$ cat src/rtl/bec_pkg.sv
package bec_pkg;

  localparam int SEL_W = 2;

  localparam logic [SEL_W-1:0] SEL_CTRL = 2'd0;
  localparam logic [SEL_W-1:0] SEL_ADDR = 2'd1;
  localparam logic [SEL_W-1:0] SEL_DATA = 2'd2;

  // Strobes passed from the control FSM to the datapath, one cycle each.
  typedef struct packed {
    logic capture;   // latch control, address and data
    logic count;     // one qualified error this cycle
    logic cntWrite;  // software loads the counter
  } becStrobes_t;

endpackage

$ cat src/rtl/bec_sat_counter.sv
module bec_sat_counter #(
  parameter int W = 16
) (
  input  logic         clk,
  input  logic         rstN,
  input  logic         inc,
  input  logic         load,
  input  logic [W-1:0] loadVal,
  output logic [W-1:0] q
);

  localparam logic [W-1:0] MAX_VAL = {W{1'b1}};

  logic [W-1:0] qNext;

  always_comb begin
    if (load) begin
      qNext = loadVal;
    end else if (inc && (q != MAX_VAL)) begin
      qNext = q + 1'b1;
    end else begin
      qNext = q;
    end
  end

  always_ff @(posedge clk) begin
    if (!rstN) begin
      q <= '0;
    end else begin
      q <= qNext;
    end
  end

endmodule

$ cat src/rtl/bec_ctrl.sv
module bec_ctrl
  import bec_pkg::*;
(
  input  logic             clk,
  input  logic             rstN,
  input  logic             dbgEn,
  input  logic             busErr,
  input  logic [SEL_W-1:0] regSel,
  input  logic             regRd,
  input  logic             regWr,
  output becStrobes_t      stb,
  output logic             capturedQ
);

  logic errSeen;
  logic ctrlRead;
  logic ctrlWrite;
  logic capturedNext;

  assign errSeen   = dbgEn && busErr;
  assign ctrlRead  = regRd && (regSel == SEL_CTRL);
  assign ctrlWrite = regWr && (regSel == SEL_CTRL);

  always_comb begin
    stb          = '0;
    stb.capture  = errSeen && !capturedQ;
    stb.count    = errSeen;
    stb.cntWrite = ctrlWrite;
  end

  // A read of the control register wins over a capture in the same cycle.
  always_comb begin
    if (ctrlRead) begin
      capturedNext = 1'b0;
    end else begin
      capturedNext = capturedQ || stb.capture;
    end
  end

  always_ff @(posedge clk) begin
    if (!rstN) begin
      capturedQ <= 1'b0;
    end else begin
      capturedQ <= capturedNext;
    end
  end

endmodule

$ cat src/rtl/bec_datapath.sv
module bec_datapath
  import bec_pkg::*;
#(
  parameter int ADDR_W = 32,
  parameter int DATA_W = 32,
  parameter int CTRL_W = 12,
  parameter int CNT_W  = 16,
  parameter int REG_W  = 32
) (
  input  logic              clk,
  input  logic              rstN,
  input  becStrobes_t       stb,
  input  logic [CTRL_W-1:0] busCtrl,
  input  logic [ADDR_W-1:0] busAddr,
  input  logic [DATA_W-1:0] busData,
  input  logic [SEL_W-1:0]  regSel,
  input  logic [CNT_W-1:0]  wrCount,
  output logic [CTRL_W-1:0] ctlQ,
  output logic [ADDR_W-1:0] addrQ,
  output logic [DATA_W-1:0] datQ,
  output logic [CNT_W-1:0]  cntQ,
  output logic [REG_W-1:0]  regRdata
);

  localparam int CTRL_LSB = CNT_W;
  localparam int CTRL_MSB = CNT_W + CTRL_W - 1;

  always_ff @(posedge clk) begin
    if (!rstN) begin
      ctlQ  <= '0;
      addrQ <= '0;
      datQ  <= '0;
    end else if (stb.capture) begin
      ctlQ  <= busCtrl;
      addrQ <= busAddr;
      datQ  <= busData;
    end
  end

  bec_sat_counter #(.W(CNT_W)) u_cnt (
    .clk     (clk),
    .rstN    (rstN),
    .inc     (stb.count),
    .load    (stb.cntWrite),
    .loadVal (wrCount),
    .q       (cntQ)
  );

  always_comb begin
    regRdata = '0;
    case (regSel)
      SEL_CTRL: begin
        regRdata[CNT_W-1:0]         = cntQ;
        regRdata[CTRL_MSB:CTRL_LSB] = ctlQ;
      end
      SEL_ADDR: regRdata[ADDR_W-1:0] = addrQ;
      SEL_DATA: regRdata[DATA_W-1:0] = datQ;
      default:  regRdata = '0;
    endcase
  end

endmodule

$ cat src/rtl/bus_err_capture.sv
module bus_err_capture
  import bec_pkg::*;
#(
  parameter int ADDR_W = 32,
  parameter int DATA_W = 32,
  parameter int CTRL_W = 12,
  parameter int CNT_W  = 16,
  parameter int REG_W  = 32
) (
  input  logic              clk,
  input  logic              rstN,
  input  logic              dbgEn,
  input  logic              busErr,
  input  logic [CTRL_W-1:0] busCtrl,
  input  logic [ADDR_W-1:0] busAddr,
  input  logic [DATA_W-1:0] busData,
  input  logic [SEL_W-1:0]  regSel,
  input  logic              regRd,
  input  logic              regWr,
  input  logic [REG_W-1:0]  regWdata,
  output logic [REG_W-1:0]  regRdata
);

  becStrobes_t       stb;
  logic              capturedQ;
  logic [CTRL_W-1:0] ctlQ;
  logic [ADDR_W-1:0] addrQ;
  logic [DATA_W-1:0] datQ;
  logic [CNT_W-1:0]  cntQ;
  logic              unusedWrHigh;

  // Upper write-data bits select no register field.
  assign unusedWrHigh = ^regWdata[REG_W-1:CNT_W];

  bec_ctrl u_ctrl (
    .clk       (clk),
    .rstN      (rstN),
    .dbgEn     (dbgEn),
    .busErr    (busErr),
    .regSel    (regSel),
    .regRd     (regRd),
    .regWr     (regWr),
    .stb       (stb),
    .capturedQ (capturedQ)
  );

  bec_datapath #(
    .ADDR_W (ADDR_W),
    .DATA_W (DATA_W),
    .CTRL_W (CTRL_W),
    .CNT_W  (CNT_W),
    .REG_W  (REG_W)
  ) u_dp (
    .clk      (clk),
    .rstN     (rstN),
    .stb      (stb),
    .busCtrl  (busCtrl),
    .busAddr  (busAddr),
    .busData  (busData),
    .regSel   (regSel),
    .wrCount  (regWdata[CNT_W-1:0]),
    .ctlQ     (ctlQ),
    .addrQ    (addrQ),
    .datQ     (datQ),
    .cntQ     (cntQ),
    .regRdata (regRdata)
  );

endmodule

$ cat config.mk
export PLATFORM = sky130hd
export DESIGN_NAME = bus_err_capture
export DESIGN_NICKNAME = d
export VERILOG_FILES = /design/src/rtl/bec_pkg.sv /design/src/rtl/bec_sat_counter.sv /design/src/rtl/bec_ctrl.sv /design/src/rtl/bec_datapath.sv /design/src/rtl/bus_err_capture.sv
export SDC_FILE = /design/constraint.sdc
export NUM_CORES = 1
export LEC_CHECK = 0
export BUFFER_PORTS_ARGS = -buffer_cell sky130_fd_sc_hd__buf_2
export CAP_MARGIN = 20
export CORE_MARGIN = 1
export CORE_UTILIZATION = 33
export DETAILED_ROUTE_END_ITERATION = 8
export GPL_TIMING_DRIVEN = 1
export SKIP_CTS_REPAIR_TIMING = 1
export SLEW_MARGIN = 20
export SYNTH_ARGS = -nofsm -noshare
export SYNTH_HDL_FRONTEND = slang
export SYNTH_SLANG_ARGS = --single-unit
$ cat constraint.sdc
create_clock -name clk -period 3 [get_ports clk]
set_input_delay 0.6 -clock clk [delete_from_list [all_inputs] [get_ports clk]]
set_output_delay 0.6 -clock clk [all_outputs]
set_load 0.005 [all_outputs]
==> results of run 1 <==
-- cell usage after synthesis --
| cell type | instances |
|---|---|
| and4_1 | 1 |
| or4b_4 | 1 |
| buf_1 | 5 |
| a211oi_1 | 1 |
| inv_1 | 5 |
| nor2b_1 | 4 |
| and3_1 | 3 |
| nor4b_1 | 1 |
| a22oi_1 | 4 |
| or3_1 | 4 |
| nor3_1 | 6 |
| buf_2 | 1 |
| and2_1 | 1 |
| nand2_1 | 160 |
| o31ai_1 | 9 |
| nor2_1 | 31 |
| o211ai_1 | 1 |
| nand4_1 | 2 |
| nand3_1 | 9 |
| o21a_1 | 2 |
| o41ai_1 | 1 |
| or4_1 | 9 |
| nor4_2 | 1 |
| a31oi_1 | 12 |
| a311oi_1 | 1 |
| a222oi_1 | 28 |
| clkbuf_1 | 38 |
| inv_2 | 1 |
| o21ai_0 | 17 |
| dfxtp_1 | 93 |
| a21oi_1 | 79 |
| nand4_2 | 1 |
| o2111ai_1 | 1 |
| nand2b_1 | 1 |
| o221ai_1 | 1 |
| ha_1 | 5 |
-- power groups by stage --
stage / Sequential, mW / Combinational [mW] / Clock, mW
floorplan: 1.35 / 0.180 / 0
global placement: 1.37 / 0.317 / 0
detailed placement: 1.37 / 0.323 / 0
CTS: 1.34 / 0.324 / 1.18
global route: 1.35 / 0.358 / 1.22
finish: 1.34 / 0.321 / 1.15
-- worst paths after layout --
| path | start | end | slack (ps) |
|---|---|---|---|
| setup / recovery | regSel[1] | regRdata[17] | 480 |
| hold / removal | u_dp.addrQ[15]$_SDFFE_PN0P_ | u_dp.addrQ[15]$_SDFFE_PN0P_ | 460 |
| setup reg to reg | u_dp.u_cnt.q[2]$_SDFFE_PN0P_ | u_dp.u_cnt.q[13]$_SDFFE_PN0P_ | 1060 |
| hold reg to reg | u_dp.addrQ[15]$_SDFFE_PN0P_ | u_dp.addrQ[15]$_SDFFE_PN0P_ | 460 |
-- flip-flops by register name (all words and copies together) (netlist names) --
name	cells
u_dp.u_cnt.q	16
u_ctrl.capturedQ	1
u_dp.datQ	32
u_dp.addrQ	32
u_dp.ctlQ	12
-- cells by family (layout without fill, tap and decap cells) --
kind of cell	count (synthesis)	after routing
buffers and inverters	50	166
AND/OR/NAND/NOR	235	235
other	0	2
AO/OA/AOI/OAI	157	157
adder cells (fa/ha/maj)	5	5
flip-flops	93	93
-- per-layer routing --
layer	GRT usage, %	part of all wire [%]
met1	25.3	45
met2	32.6	47
met3	3.99	6.3
met4	7.81	1.9
met5	0	0
-- worst max-delay path: stages --
cell,delay (ps)
buf_2,110
ha_1,650
buf_4,330
nor2_1,70
buf_2,140
-- metrics by stage --
step / setup WS, ps / total power [mW] / area (sq um) / cells
floorplan: 848 / 1.53 / 4120 / 540
global placement: 500 / 1.68 / 4970 / 808
detailed placement: 436 / 1.69 / 4970 / 808
CTS: 444 / 2.84 / 5270 / 824
global route: 362 / 2.93 / 5270 / 825
finish: 484 / 2.81 / 5270 / 826
-- final cells by class --
cell class / instances / area (sq um) / share of cell area [%]
Sequential cell: 93 / 1860 / 35.3
Clock inverter: 6 / 71.3 / 1.35
Timing Repair Buffer: 144 / 791 / 15.0
Inverter: 6 / 22.5 / 0.427
Multi-Input combinational cell: 397 / 2080 / 39.5
Tap cell: 168 / 210 / 3.99
Clock buffer: 10 / 229 / 4.34
Antenna cell: 2 / 5.00 / 0.0949
==> flow_metrics.tcl, run 1 <==
set metrics [dict create \
    status "completed" \
    fillers 1298 \
    clkSlewWorstSetupHoldPaths_ps 60 \
    endpoint_kind "output port" \
    netlist_top_cells_area "dfxtp_1 (45%), nand2_1 (15%), a21oi_1 (9.6%), a222oi_1 (6.8%), clkbuf_1 (3.5%)" \
    die_w_microns 114 \
    path_max_fanout 18 \
    finalHoldViolCount 0 \
    yosys.area_share.simple_pct 24.5 \
    power.density_mw_per_mm2 533 \
    whs_path_depth 2 \
    syn-cell-area_sq_mm 0.00412 \
    period_share_pct 83.9 \
    whs_ps 456 \
    drt_pass1_iterations 6 \
    p_clk_share_pct 40.8 \
    syn_to_final_growth_pct 27.9 \
    setup_tns_ps 0 \
    final_common_cell "nand2_1" \
    rows 40 \
    synth_adder_area_share_pct 1.52 \
    wl_microns 12600 \
    via_count 4328 \
    drc 0 \
    rr_worst_depth 4 \
    p_seq_share_pct 47.8 \
    swShare_pct 25.8 \
    synth_top_family_by_area "simple AND/OR/NAND/NOR gates" \
    dp_hpwl_microns 8490 \
    routabilityCongestion 0.796 \
    ys_types 36 \
    required_ps 2400 \
    mostFrequentLayoutCells "nand2_1 (160), buf_2 (131), dfxtp_1 (93), a21oi_1 (79), nor2_1 (30)" \
    grt_pass1_vias 3998 \
    post-route-util_pct 43.5 \
    clk_latency_ps 340 \
    setup_viol 0 \
    viasPerCell 5.24 \
    maxSlewViolCount 0 \
    startpoint_type "input pin" \
    rsz0062_at_grt "false" \
    critical_path_arrival_ps 1920 \
    ioPinCount 148 \
    p_switching_mw 0.725 \
    htree_levels 3 \
    numCtsBuffers 9 \
    nNetsFinal 772 \
    ys_ff_latch 93 \
    critPathKind "in -> out" \
    synthMuxAreaShare_pct 0 \
    avgRoutedWirePerCell_microns 15.2 \
    portBuffers 131 \
    fmax_ghz 0.397 \
    tightestPinTransition_ps 774 \
    ys_warn_count 0 \
    synth_top_area_share_pct 45.2 \
    cellInternalPower_mw 2.08 \
    hp-class "reg -> reg" \
    ys_seq_area_share_pct 45.2 \
    slew_headroom_pct 48.4 \
    period_minus_slack_ps 2520 \
    layout-drive-gt1-share_pct 25.2 \
    synth_compound_area_share_pct 24.2 \
    grt_pass1_wl_microns 20000 \
    synth_nets 661 \
    start_util_pct 34.0 \
    grt_usage_pct 19.8 \
    syn_inst 540 \
    overflow 0 \
    core_sq_mm 0.0121 \
    p_comb_share_pct 11.4 \
    grt_max_degree 48 \
    antenna_left 0 \
    clockBufferDepth 2 \
    finClkSkew_ps 4.33 \
    synth_xor_area_share_pct 0 \
    die_area_sq_mm 0.0129 \
    syn_area_per_cell_sq_um 7.63 \
    p_leak_nw 2.08 \
    drv_cap 0 \
    cts_tree "yes" \
    die_h_microns 114 \
    yosys.area.top_type "dfxtp_1" \
    ir_drop_mv 0.272 \
    cts-root-buf "clkbuf_16" \
    antenna_found_initial 2 \
    drt_first_iter_violations 283 \
    clock_sinks 93 \
]
(Power assumes the default switching activity.)
==> run 2, diff against run 1 <==
- ABC_AREA: not set -> 1
- clock period: 3 -> 2.5 ns (I/O delays scaled with it)
==> run 2 against run 1 <==
Net effect: sequential power increased by 25%; largest power group unchanged; clock-buffer cell count unchanged; final area increased by 11%; register-to-register slack got worse by 360 ps; highest routed layer is now met5; flip-flop and latch count unchanged; via count increased by 13%.
==> flow_metrics.tcl, run 2 <==
set metrics [dict create \
    period_minus_slack_ps 2070 \
    ys_warn_count 0 \
    rsz0062_at_grt "false" \
    p_clk_share_pct 39.7 \
    portBuffers 131 \
    antenna_found_initial 3 \
    critPathLaunch "regSel[1]" \
    ys_seq_area_share_pct 39.8 \
    async_flop_share_pct 0 \
    synth_xor_area_share_pct 0 \
    pre_cts_ws_ps 430 \
    synthMuxAreaShare_pct 0 \
    period_share_pct 82.8 \
    placed_area_sq_mm 0.00555 \
    setup_slack_ps 430 \
    drt_first_iter_violations 356 \
    drv_cap 0 \
    synth.most_common_cell "nand2_1" \
    grt_pass1_vias 4449 \
    power.density_mw_per_mm2 618 \
    rr_worst_depth 8 \
    ys_types 24 \
    r2r-end "u_dp.u_cnt.q[6]$_SDFFE_PN0P_" \
    grt-busiest-layer "met2" \
    syn_to_final_growth_pct 25.2 \
    htree_levels 3 \
    ioPinCount 148 \
    die_w_microns 121 \
    synth_compound_area_share_pct 11.3 \
    startpoint_type "input pin" \
    rrSetupSlack_ps 700 \
    setup_viol 0 \
    critPathKind "in -> out" \
    grt_max_degree 72 \
    critical_path_arrival_ps 1570 \
    setup_tns_ps 0 \
    routabilityCongestion 0.838 \
    dp_cells 1031 \
    drc 0 \
    finClkSkew_ps 4.85 \
    antenna_left 0 \
    maxSlewViolCount 0 \
    grt_usage_pct 19.9 \
    fmax_ghz 0.483 \
    reg.largest.list "u_dp.addrQ (32), u_dp.datQ (32), u_dp.u_cnt.q (16)" \
    start_util_pct 33.7 \
    p_leak_nw 3.01 \
    dp_hpwl_microns 9580 \
    path_max_fanout 30 \
    cts_tree "yes" \
    netlist_top_cells_area "dfxtp_1 (40%), nand2_1 (16%), nor2_1 (15%), o21ai_0 (7.9%), nand3_1 (4.8%)" \
    nNetsFinal 983 \
    synth_top_area_share_pct 39.8 \
    syn_inst 749 \
    drt_pass1_iterations 4 \
    grt_pass1_wl_microns 22700 \
    final_cells 1048 \
    grtUsageMet1_pct 26.8 \
    clkSlewWorstSetupHoldPaths_ps 70 \
    syn_area_per_cell_sq_um 6.25 \
    synth_common_cells "nand2_1 (196), nor2_1 (191), dfxtp_1 (93)" \
    final_common_cell "nand2_1" \
    p_comb_share_pct 14.3 \
    synth_flop_cell "dfxtp_1" \
    finalHoldViolCount 0 \
    die_h_microns 121 \
    clock_sinks 93 \
    overflow 0 \
    yosys.area.top_type "dfxtp_1" \
    ys_ff_latch 93 \
    tightestPinTransition_ps 461 \
    met2_usage_pct 31.2 \
    layout-drive-gt1-share_pct 21.2 \
    p_switching_mw 1.02 \
    required_ps 2000 \
    mostFrequentLayoutCells "nand2_1 (196), nor2_1 (190), buf_2 (131), dfxtp_1 (93), o21ai_0 (74)" \
    cellInternalPower_mw 2.60 \
    swShare_pct 28.2 \
    finalPower_mw 3.62 \
    yosys.area_share.simple_pct 39.6 \
    synth_edf_count 0 \
    numCtsBuffers 9 \
    whs_ps 324 \
    wl_microns 14000 \
    syn-cell-area_sq_mm 0.00468 \
    endpoint_kind "output port" \
    crit_end "regRdata[16]" \
    synth_nets 870 \
    rows 43 \
    cts-root-buf "clkbuf_16" \
    r2r_start "u_dp.u_cnt.q[0]$_SDFFE_PN0P_" \
    viasPerCell 4.67 \
    core_sq_mm 0.0139 \
    clk_latency_ps 350 \
    stdcell_area_sq_mm 0.00586 \
    gr-usage-met3_pct 5.59 \
    synth_adder_area_share_pct 1.34 \
    ir_drop_mv 0.464 \
    clockBufferDepth 2 \
    p_seq_share_pct 46.0 \
    hp-class "in -> reg" \
    via_count 4893 \
    post-route-util_pct 42.2 \
    synth_top_family_by_area "simple AND/OR/NAND/NOR gates" \
    die_area_sq_mm 0.0147 \
    status "completed" \
    slew_headroom_pct 69.3 \
    avgRoutedWirePerCell_microns 13.4 \
]
-- run 2: layout make-up --
| type | instances | area, sq um |
|---|---|---|
| fillers | 1542 | 8020 |
| multi-input cells | 564 | 2450 |
| flip-flops and latches | 93 | 1860 |
| repair buffers | 143 | 821 |
| clock buffers | 10 | 229 |
| well taps | 180 | 225 |
| inverters | 51 | 191 |
| clock inverters | 6 | 77.6 |
| diodes | 1 | 2.50 |
-- run 2: cells by family (layout without fill, tap and decap cells) --
kind of cell    count (synthesis)  after routing
flops                          93             93
buf+inv                        92            210
compound gates                103            103
fa+ha+maj                       5              5
simple gates                  456            456
other cells                     0              1
-- run 2: layer usage --
metal,routed length (microns),vias to the layer above
met5,22,-
met4,129,4
met3,934,15
met2,6300,113
met1,6630,2197
li1,-,2564
-- run 2: power groups by stage --
stage                     Clock [mW]  Sequential (mW)  Combinational [mW]
after floorplan                    0             1.67               0.320
after global placement             0             1.70               0.513
after detailed placement           0             1.70               0.518
after CTS                       1.47             1.66               0.521
after global routing            1.53             1.68               0.591
final                           1.44             1.67               0.517
-- run 2: worst min-delay path by stage --
stage | start | end | slack (ps) | depth (start not counted)
finish | regRd | u_ctrl.capturedQ$_SDFF_PP0_ | 320 | 2
global route | regRd | u_ctrl.capturedQ$_SDFF_PP0_ | 330 | 2
CTS | regRd | u_ctrl.capturedQ$_SDFF_PP0_ | 310 | 2
detailed placement | u_dp.addrQ[22]$_SDFFE_PN0P_ | u_dp.addrQ[22]$_SDFFE_PN0P_ | 490 | 2
global placement | u_dp.addrQ[22]$_SDFFE_PN0P_ | u_dp.addrQ[22]$_SDFFE_PN0P_ | 480 | 2
floorplan | u_dp.addrQ[22]$_SDFFE_PN0P_ | u_dp.addrQ[22]$_SDFFE_PN0P_ | 460 | 2
-- run 2: critical path: stages --
cell     delay (ps)
buf_2           120
inv_1            70
ha_1            230
buf_12          210
nand2_1         110
nand3_1          90
nand2_1          50
inv_1            60
buf_2           110
==> run 3, diff against run 2 <==
- clock period: 2.5 -> 1.95 ns (I/O delays scaled with it)
==> run 3 against run 2 <==
Net effect: first-iteration DRC count fell by 13%; critical path depth stayed put; final area up 0.88%; register-to-register slack worse by 460 ps; final cell count is 0.76% higher; setup slack worse by 330 ps; utilization rose by 0.37 points; flip-flop and latch count is the same; critical endpoint is now regRdata[15]; largest cell class unchanged; highest routed layer unchanged.
==> flow_metrics.tcl, run 3 (same netlist as run 2, synthesis figures left out) <==
set metrics [dict create \
    cts-root-buf "clkbuf_16" \
    maxSlewViolCount 0 \
    clkSlewWorstSetupHoldPaths_ps 70 \
    cts_tree "yes" \
    nNetsFinal 992 \
    ioPinCount 148 \
    finClkSkew_ps 3.90 \
    mostFrequentLayoutCells "nand2_1 (196), nor2_1 (190), buf_2 (131), dfxtp_1 (93), o21ai_0 (74)" \
    layout-drive-gt1-share_pct 22.2 \
    period_minus_slack_ps 1850 \
    antenna_left 0 \
    wl_microns 13900 \
    power.density_mw_per_mm2 780 \
    grt_pass1_vias 4526 \
    status "completed" \
    die_w_microns 121 \
    drv_cap 0 \
    setup_slack_ps 103 \
    grt_pass1_wl_microns 22900 \
    fmax_ghz 0.541 \
    slew_headroom_pct 70.3 \
    endpoint_kind "output port" \
    post-route-util_pct 42.6 \
    htree_levels 3 \
    antenna_found_initial 3 \
    clk_latency_ps 350 \
    start_util_pct 33.7 \
    r2r-end "u_dp.u_cnt.q[6]$_SDFFE_PN0P_" \
    pre_cts_ws_ps -16.1 \
    drt_pass1_iterations 5 \
    clock_sinks 93 \
    hp-class "in -> reg" \
    drc 0 \
    critPathKind "in -> out" \
    rr_worst_depth 10 \
    syn_to_final_growth_pct 26.3 \
    critPathLaunch "regSel[0]" \
    rows 43 \
    setup_viol 0 \
    die_h_microns 121 \
    overflow 0 \
    grt_max_degree 94 \
    numCtsBuffers 9 \
    fillers 1557 \
    setup_tns_ps 0 \
    tightestPinTransition_ps 446 \
    dp_hpwl_microns 9590 \
    routabilityCongestion 0.803 \
    crit_end "regRdata[15]" \
    multi_input_area_sq_mm 0.00247 \
    period_share_pct 94.7 \
    via_count 4906 \
    reg.largest.list "u_dp.addrQ (32), u_dp.datQ (32), u_dp.u_cnt.q (16)" \
    rsz0062_at_grt "true" \
    critical_path_arrival_ps 1460 \
    rrSetupSlack_ps 240 \
    core_sq_mm 0.0139 \
    drt_first_iter_violations 308 \
    path_max_fanout 18 \
    r2r_start "u_dp.u_cnt.q[1]$_SDFFE_PN0P_" \
    required_ps 1560 \
    final_common_cell "nand2_1" \
    viasPerCell 4.65 \
    regArea_sq_mm 0.00186 \
    finalHoldViolCount 0 \
    whs_ps 215 \
    die_area_sq_mm 0.0147 \
    avgRoutedWirePerCell_microns 13.2 \
    startpoint_type "input pin" \
    p_leak_nw 3.04 \
    clockBufferDepth 2 \
    ir_drop_mv 0.399 \
    grt_usage_pct 20.2 \
    portBuffers 131 \
]
==> run 3: changes by cell type in the layout (fill, tap and decap cells not counted), sizes merged <==
cell / delta
buf: +9
clkinv: +2
inv: -2
clkbuf: -1
==> run 3: critical path, cell delays in order <==
cell and delay, ps:
buf_2 120, inv_1 110, ha_1 190, buf_4 250, nand2_1 80, nand3_1 60, nand2_1 90, inv_1 60
buf_2 100
==> run 3: where the power goes <==
part           switching (mW)  internal (mW)  total, mW
clock network           0.796           1.00       1.80
registers              0.0939           2.04       2.13
logic                   0.394          0.284      0.678
==> run 3: layer usage <==
layer / global-route usage, % / up-vias / wire [microns]
li1: - / 2585 / -
met1: 27.5 / 2172 / 6570
met2: 30.8 / 127 / 6160
met3: 5.03 / 20 / 922
met4: 7.25 / 2 / 271
met5: 0 / - / 10
==> run 3: worst min path at each step <==
stage | startpoint | to | slack [ps] | depth (start not counted)
6_report | regRd | u_ctrl.capturedQ$_SDFF_PP0_ | 220 | 2
5_1_grt | regRd | u_ctrl.capturedQ$_SDFF_PP0_ | 210 | 2
4_1_cts | regRd | u_ctrl.capturedQ$_SDFF_PP0_ | 200 | 2
3_5_place_dp | u_dp.addrQ[22]$_SDFFE_PN0P_ | u_dp.addrQ[22]$_SDFFE_PN0P_ | 480 | 2
3_3_place_gp | u_dp.addrQ[22]$_SDFFE_PN0P_ | u_dp.addrQ[22]$_SDFFE_PN0P_ | 480 | 2
2_1_floorplan | u_dp.addrQ[22]$_SDFFE_PN0P_ | u_dp.addrQ[22]$_SDFFE_PN0P_ | 460 | 2
==> run 3: layout make-up <==
cell class	instances	area share, %
inverter	51	3.24
antenna	1	0.0424
sequential	93	31.5
tap	180	3.81
timing repair buffer	152	14.6
clock inverter	6	1.23
multi-input combinational	564	41.7
clock buffer	9	3.81
==> run 3: through the flow <==
step | total power [mW] | std cells | instance area (sq um)
global route | 4.85 | 1055 | 5910
detailed placement | 2.85 | 1040 | 5590
floorplan | 2.56 | 749 | 4680
CTS | 4.66 | 1055 | 5890
global placement | 2.85 | 1040 | 5590
finish | 4.61 | 1056 | 5910
